--- src/rtl/nirq_pkg.sv ---
package nirq_pkg;
  localparam int NSRC  = 4;
  localparam int SRC_W = 2;

  // one-hot of the highest set bit
  function automatic logic [NSRC-1:0] top_bit(input logic [NSRC-1:0] v);
    logic [NSRC-1:0] r;
    r = '0;
    for (int i = 0; i < NSRC; i++) begin
      if (v[i]) r = '0;
      if (v[i]) r[i] = 1'b1;
    end
    return r;
  endfunction

  function automatic logic [SRC_W-1:0] index_of(input logic [NSRC-1:0] oh);
    logic [SRC_W-1:0] r;
    r = '0;
    for (int i = 0; i < NSRC; i++)
      if (oh[i]) r = SRC_W'(i);
    return r;
  endfunction

  // vector slot 0 belongs to the highest-priority bit
  function automatic int unsigned vec_of(input logic [SRC_W-1:0] idx,
                                         input int unsigned base,
                                         input int unsigned step);
    return base + (int'(NSRC - 1) - int'(idx)) * step;
  endfunction
endpackage

--- src/rtl/nirq_regs.sv ---
module nirq_regs #(
  parameter int ADDR_W  = 5,
  parameter int EN_ADDR = 0,
  parameter int RQ_ADDR = 1
) (
  input  logic                       clk,
  input  logic                       rst_n,
  input  logic [ADDR_W-1:0]          bus_addr,
  input  logic                       bus_wr,
  input  logic [nirq_pkg::NSRC-1:0]  bus_wdata,
  input  logic [nirq_pkg::NSRC-1:0]  src_set,
  input  logic                       take,
  output logic [nirq_pkg::NSRC-1:0]  en_q,
  output logic [nirq_pkg::NSRC-1:0]  rq_q,
  output logic [nirq_pkg::NSRC-1:0]  bus_rdata,
  output logic                       en_wr
);
  localparam int N = nirq_pkg::NSRC;
  localparam logic [ADDR_W-1:0] EN_A = ADDR_W'(EN_ADDR);
  localparam logic [ADDR_W-1:0] RQ_A = ADDR_W'(RQ_ADDR);

  logic         rq_wr;
  logic [N-1:0] en_nx, rq_nx;

  assign en_wr = bus_wr && (bus_addr == EN_A);
  assign rq_wr = bus_wr && (bus_addr == RQ_A);

  always_comb begin
    en_nx = en_q;
    if (take)       en_nx = '0;
    else if (en_wr) en_nx = bus_wdata;
    rq_nx = (rq_wr ? bus_wdata : rq_q) | src_set;
  end

  always_ff @(posedge clk) begin
    if (!rst_n) begin
      en_q <= '0;
      rq_q <= '0;
    end else begin
      en_q <= en_nx;
      rq_q <= rq_nx;
    end
  end

  always_comb begin
    if (bus_addr == EN_A)      bus_rdata = en_q;
    else if (bus_addr == RQ_A) bus_rdata = rq_q;
    else                       bus_rdata = '0;
  end

  AST_EN_CLEAR_ON_TAKE: assert property (@(posedge clk) disable iff (!rst_n)
    take |=> (en_q == '0));
  AST_RQ_KEPT_ON_TAKE: assert property (@(posedge clk) disable iff (!rst_n)
    (take && !rq_wr && (src_set == '0)) |=> (rq_q == $past(rq_q)));
  AST_HW_SET_WINS: assert property (@(posedge clk) disable iff (!rst_n)
    (|src_set) |=> ((rq_q & $past(src_set)) == $past(src_set)));
endmodule

--- src/rtl/nirq_gate.sv ---
module nirq_gate #(
  parameter int HOLD_INSTR = 2
) (
  input  logic clk,
  input  logic rst_n,
  input  logic instr_done,
  input  logic en_wr,
  input  logic any_pend,
  output logic take
);
  localparam int HW = $clog2(HOLD_INSTR + 2);
  localparam logic [HW-1:0] LOAD_ON_BND  = HW'(HOLD_INSTR);
  localparam logic [HW-1:0] LOAD_OFF_BND = HW'(HOLD_INSTR + 1);
  localparam logic [HW-1:0] ONE          = HW'(1);

  logic [HW-1:0] hold_q, hold_nx;
  logic          window_open;

  // the boundary at which the count reaches zero may already serve
  assign window_open = (hold_q <= ONE);
  assign take = instr_done && !en_wr && window_open && any_pend;

  always_comb begin
    hold_nx = hold_q;
    if (en_wr)                            hold_nx = instr_done ? LOAD_ON_BND : LOAD_OFF_BND;
    else if (instr_done && hold_q != '0)  hold_nx = hold_q - ONE;
  end

  always_ff @(posedge clk) begin
    if (!rst_n) hold_q <= '0;
    else        hold_q <= hold_nx;
  end

  AST_NO_TAKE_ON_EN_WRITE: assert property (@(posedge clk) disable iff (!rst_n)
    en_wr |-> !take);
  AST_HOLD_BOUNDED: assert property (@(posedge clk) disable iff (!rst_n)
    hold_q <= LOAD_OFF_BND);
  AST_TAKE_AT_BOUNDARY: assert property (@(posedge clk) disable iff (!rst_n)
    take |-> instr_done);
  AST_TAKE_ONE_CYCLE: assert property (@(posedge clk) disable iff (!rst_n)
    take |=> !take);
endmodule

--- src/rtl/nirq_arb.sv ---
module nirq_arb #(
  parameter int PC_W     = 10,
  parameter int VEC_BASE = 1,
  parameter int VEC_STEP = 1
) (
  input  logic                        clk,
  input  logic                        rst_n,
  input  logic [nirq_pkg::NSRC-1:0]   pend,
  output logic [nirq_pkg::SRC_W-1:0]  src,
  output logic [PC_W-1:0]             vec
);
  localparam int N = nirq_pkg::NSRC;

  logic [N-1:0] grant;

  for (genvar i = 0; i < N; i++) begin : g_pri
    if (i == N - 1) begin : g_top
      assign grant[i] = pend[i];
    end else begin : g_low
      assign grant[i] = pend[i] && !(|pend[N-1:i+1]);
    end
  end

  assign src = nirq_pkg::index_of(grant);
  assign vec = PC_W'(nirq_pkg::vec_of(src, VEC_BASE, VEC_STEP));

  AST_GRANT_ONEHOT: assert property (@(posedge clk) disable iff (!rst_n)
    $onehot0(grant));
  AST_GRANT_IS_TOP: assert property (@(posedge clk) disable iff (!rst_n)
    (pend != '0) |-> (grant == nirq_pkg::top_bit(pend)));
endmodule

--- src/rtl/nest_irq_ctrl.sv ---
module nest_irq_ctrl #(
  parameter int ADDR_W     = 5,
  parameter int EN_ADDR    = 0,
  parameter int RQ_ADDR    = 1,
  parameter int HOLD_INSTR = 2,
  parameter int PC_W       = 10,
  parameter int VEC_BASE   = 1,
  parameter int VEC_STEP   = 1
) (
  input  logic              clk,
  input  logic              rst_n,
  input  logic [ADDR_W-1:0] bus_addr,
  input  logic              bus_wr,
  input  logic [3:0]        bus_wdata,
  output logic [3:0]        bus_rdata,
  input  logic [3:0]        src_set,
  input  logic              instr_done,
  output logic              irq_take,
  output logic [1:0]        irq_src,
  output logic [PC_W-1:0]   irq_vec
);
  logic [3:0] en_q, rq_q, pend;
  logic       en_wr;

  nirq_regs #(.ADDR_W(ADDR_W), .EN_ADDR(EN_ADDR), .RQ_ADDR(RQ_ADDR)) u_regs (
    .clk(clk), .rst_n(rst_n), .bus_addr(bus_addr), .bus_wr(bus_wr),
    .bus_wdata(bus_wdata), .src_set(src_set), .take(irq_take),
    .en_q(en_q), .rq_q(rq_q), .bus_rdata(bus_rdata), .en_wr(en_wr)
  );

  assign pend = en_q & rq_q;

  nirq_gate #(.HOLD_INSTR(HOLD_INSTR)) u_gate (
    .clk(clk), .rst_n(rst_n), .instr_done(instr_done), .en_wr(en_wr),
    .any_pend(|pend), .take(irq_take)
  );

  nirq_arb #(.PC_W(PC_W), .VEC_BASE(VEC_BASE), .VEC_STEP(VEC_STEP)) u_arb (
    .clk(clk), .rst_n(rst_n), .pend(pend), .src(irq_src), .vec(irq_vec)
  );

  AST_TAKE_HAS_PENDING: assert property (@(posedge clk) disable iff (!rst_n)
    irq_take |-> ((en_q & rq_q) != '0));
  AST_SRC_IS_PENDING: assert property (@(posedge clk) disable iff (!rst_n)
    irq_take |-> (en_q[irq_src] && rq_q[irq_src]));
endmodule

--- config.mk ---
export PLATFORM = sky130hd
export DESIGN_NAME = nest_irq_ctrl
export DESIGN_NICKNAME = d
export VERILOG_FILES = /design/src/rtl/nirq_pkg.sv /design/src/rtl/nirq_regs.sv /design/src/rtl/nirq_gate.sv /design/src/rtl/nirq_arb.sv /design/src/rtl/nest_irq_ctrl.sv
export SDC_FILE = /design/constraint.sdc
export NUM_CORES = 1
export LEC_CHECK = 0
export BUFFER_PORTS_ARGS = -buffer_cell sky130_fd_sc_hd__buf_2
export CAP_MARGIN = 40
export CORE_ASPECT_RATIO = 0.7
export CORE_UTILIZATION = 25
export CTS_CLUSTER_SIZE = 24
export DETAILED_ROUTE_END_ITERATION = 7
export PLACE_DENSITY = 0.59
export SLEW_MARGIN = 10
export SYNTH_ARGS = -nofsm -noshare
export SYNTH_HDL_FRONTEND = slang
export SYNTH_HIERARCHICAL = 1
export SYNTH_SLANG_ARGS = --single-unit
--- constraint.sdc ---
create_clock -name clk -period 2.55 [get_ports clk]
set_clock_uncertainty 0.15 [all_clocks]
set_input_delay 0.3825 -clock clk [delete_from_list [all_inputs] [get_ports clk]]
set_output_delay 0.3825 -clock clk [all_outputs]
set_load 0.03 [all_outputs]
==> out/metrics.csv <==
metric,value,unit
synth_edf_count,0,
yosysTopAreaCell,dfxtp_1,
critical_path_peak_fanout,4,
start_kind,primary input,
drc_errors,0,
required,2.02,ns
cts_tree,built,
grt_use_met3,0.971,%
ant_nets,0,
cts.htree.levels,1,
busiest_layer,met2,
rsz0062_at_grt,no,
grt.met1_usage,14.0,%
hold_viol,0,
grt_pass1_wl,2440,um
layout_min_cycle_time,2.21,ns
power,461,uW
synth_area_leaders,"dfxtp_1 27%, buf_4 8.2%, mux2i_1 6.8%",
antenna_found_initial,0,
vdd_drop_max,0.000149,V
wl_per_cell,12.5,um
cts_resized,0,
synth_seq_area_share,27.4,%
fin_tns_setup,0,ns
coreArea,2780,um2
root_buffer,clkbuf_8,
grt_util_all_layers,11.0,%
totalWireLength,1860,um
synthArstFlopShare,0,%
setup_violations,0,
power_density,507,nW/um2
worst_setup_path_end_kind,primary output,
status,"complete, no violations",
cts_hold_buf,0,
r2r-start,u_regs/rq_q[2],
num_antenna_cells,0,
synth_ff_type,dfxtp_1,
io_pins,34,
postSynthAreaPerCell,8.51,um2
ys_seq_elements,10,
fp.dieH,47.3,um
ys_types,32,
r2r_slack,0.73,ns
synth_area,732,um2
final_area,910,um2
fin_crit_sh,86.6,%
fin_util,32.7,%
crit_end,irq_take,
synth_top_area_share,27.4,%
drt-initial-drc-count,61,
worstSetupStartpoint,bus_addr[3],
cts.sinks,10,
synthMostInstantiatedCell,dfxtp_1,
initial_core_util,26.3,%
viasPerCell,4.77,
clk_pin_slew,0.05,ns
fp-row-count,16,
grt_max_degree,13,
yosys-top-cells-count,"10 x dfxtp_1, 8 x buf_4, 6 x a21oi_1",
nFillCells,278,
setup_slack,0.341,ns
fp.dieW,66.7,um
drive_gt1_share,34.5,%
dp_hpwl,1380,um
first_global_vias,544,
hp-class,primary input to flop,
r2r_end,u_regs/en_q[3],
cp.arrival,1.68,ns
first_pass_iters,4,
route.vias.total,711,
clk_latency,0.24,ns
max_freq,0.453,GHz
leakage,0.410,nW
multiInputGateArea,453,um2
worstRegToRegCells,5,
die_area,3150,um2
cts_max_path_buffers,2,
drv_slew,0,
gp_congestion,0.770,
overflow,0,
path_class,primary input to primary output,
cap_violations,0,
cts_setup_buffers,0,
dp_slack,0.362,ns
port_buffers,26,
area_growth,24.3,%
nets,134,
synth_cells,86,
seq_area,200,um2
placed_cell_area,855,um2
globalRouteMet2Util,18.2,%
numCtsBuffers,3,
yosys_warnings,6,
flip-flops by register name (all words and copies together) (netlist names):
| register | flops |
|---|---|
| u_gate/hold_q | 2 |
| u_regs/en_q | 4 |
| u_regs/rq_q | 4 |
worst max-delay path: stages:
cell and delay (ns):
buf_2 0.12, or4_4 0.54, nor2_1 0.22, inv_1 0.09, o2111a_1 0.15, buf_2 0.18
routing by layer:
metal	wire (um)	vias to the layer above	share of wire (%)
met3	180	0	9.7
met5	0	-	0
met4	0	0	0
met2	879	50	47
li1	-	347	-
met1	800	314	43
worst min path at each step:
stage / end / slack [ns] / cells after the start / start
6_report: u_regs/en_q[1] / 0.27 / 3 / bus_wdata[1]
3_5_place_dp: u_regs/en_q[0] / 0.33 / 2 / u_regs/en_q[0]
2_1_floorplan: u_regs/en_q[0] / 0.30 / 2 / u_regs/en_q[0]
3_3_place_gp: u_regs/en_q[0] / 0.32 / 2 / u_regs/en_q[0]
4_1_cts: u_regs/en_q[1] / 0.26 / 3 / bus_wdata[1]
5_1_grt: u_regs/en_q[1] / 0.28 / 3 / bus_wdata[1]
where the power goes:
group | internal, mW | leakage (nW) | switching, mW
Clock | 0.136 | 0.0288 | 0.0637
Sequential | 0.166 | 0.0821 | 0.00639
Combinational | 0.0329 | 0.299 | 0.0563
Total | 0.334 | 0.410 | 0.126
layout by cell type, fill, tap and decap left out, types with 3 or more instances in the layout:
| master | netlist | routed |
|---|---|---|
| clkbuf_8 | 0 | 4 |
| inv_1 | 4 | 4 |
| o21ai_0 | 3 | 3 |
| nand3_1 | 4 | 4 |
| o21ai_1 | 5 | 5 |
| dfxtp_1 | 10 | 10 |
| mux2i_1 | 5 | 5 |
| conb_1 | 1 | 7 |
| a21boi_0 | 3 | 3 |
| nor2_1 | 5 | 5 |
| a31oi_1 | 4 | 4 |
| ha_1 | 3 | 3 |
| buf_2 | 0 | 26 |
| and2_1 | 4 | 4 |
| a21oi_1 | 6 | 6 |
kinds of logic after synthesis:
family	after synthesis	synth area share, %
AO/OA/AOI/OAI	27	23.1
other	1	0.512
AND/OR/NAND/NOR	25	23.2
buffers and inverters	15	13.8
adder cells (fa/ha/maj)	3	5.13
flip-flops	10	27.4
multiplexers	5	6.84
final cells by class:
class                           count  area share [%]
Multi-Input combinational cell     67            49.8
Sequential cell                    10            22.0
Timing Repair Buffer               27            15.1
Clock buffer                        4            6.05
Tap cell                           36            4.95
Inverter                            5            2.06
stage by stage:
step | instances | hold slack (ns)
3_5_place_dp | 145 | 0.333
3_3_place_gp | 145 | 0.316
6_report | 149 | 0.273
5_1_grt | 149 | 0.281
2_1_floorplan | 92 | 0.301
4_1_cts | 149 | 0.263
No activity file was read; power rests on OpenSTA's default activity.
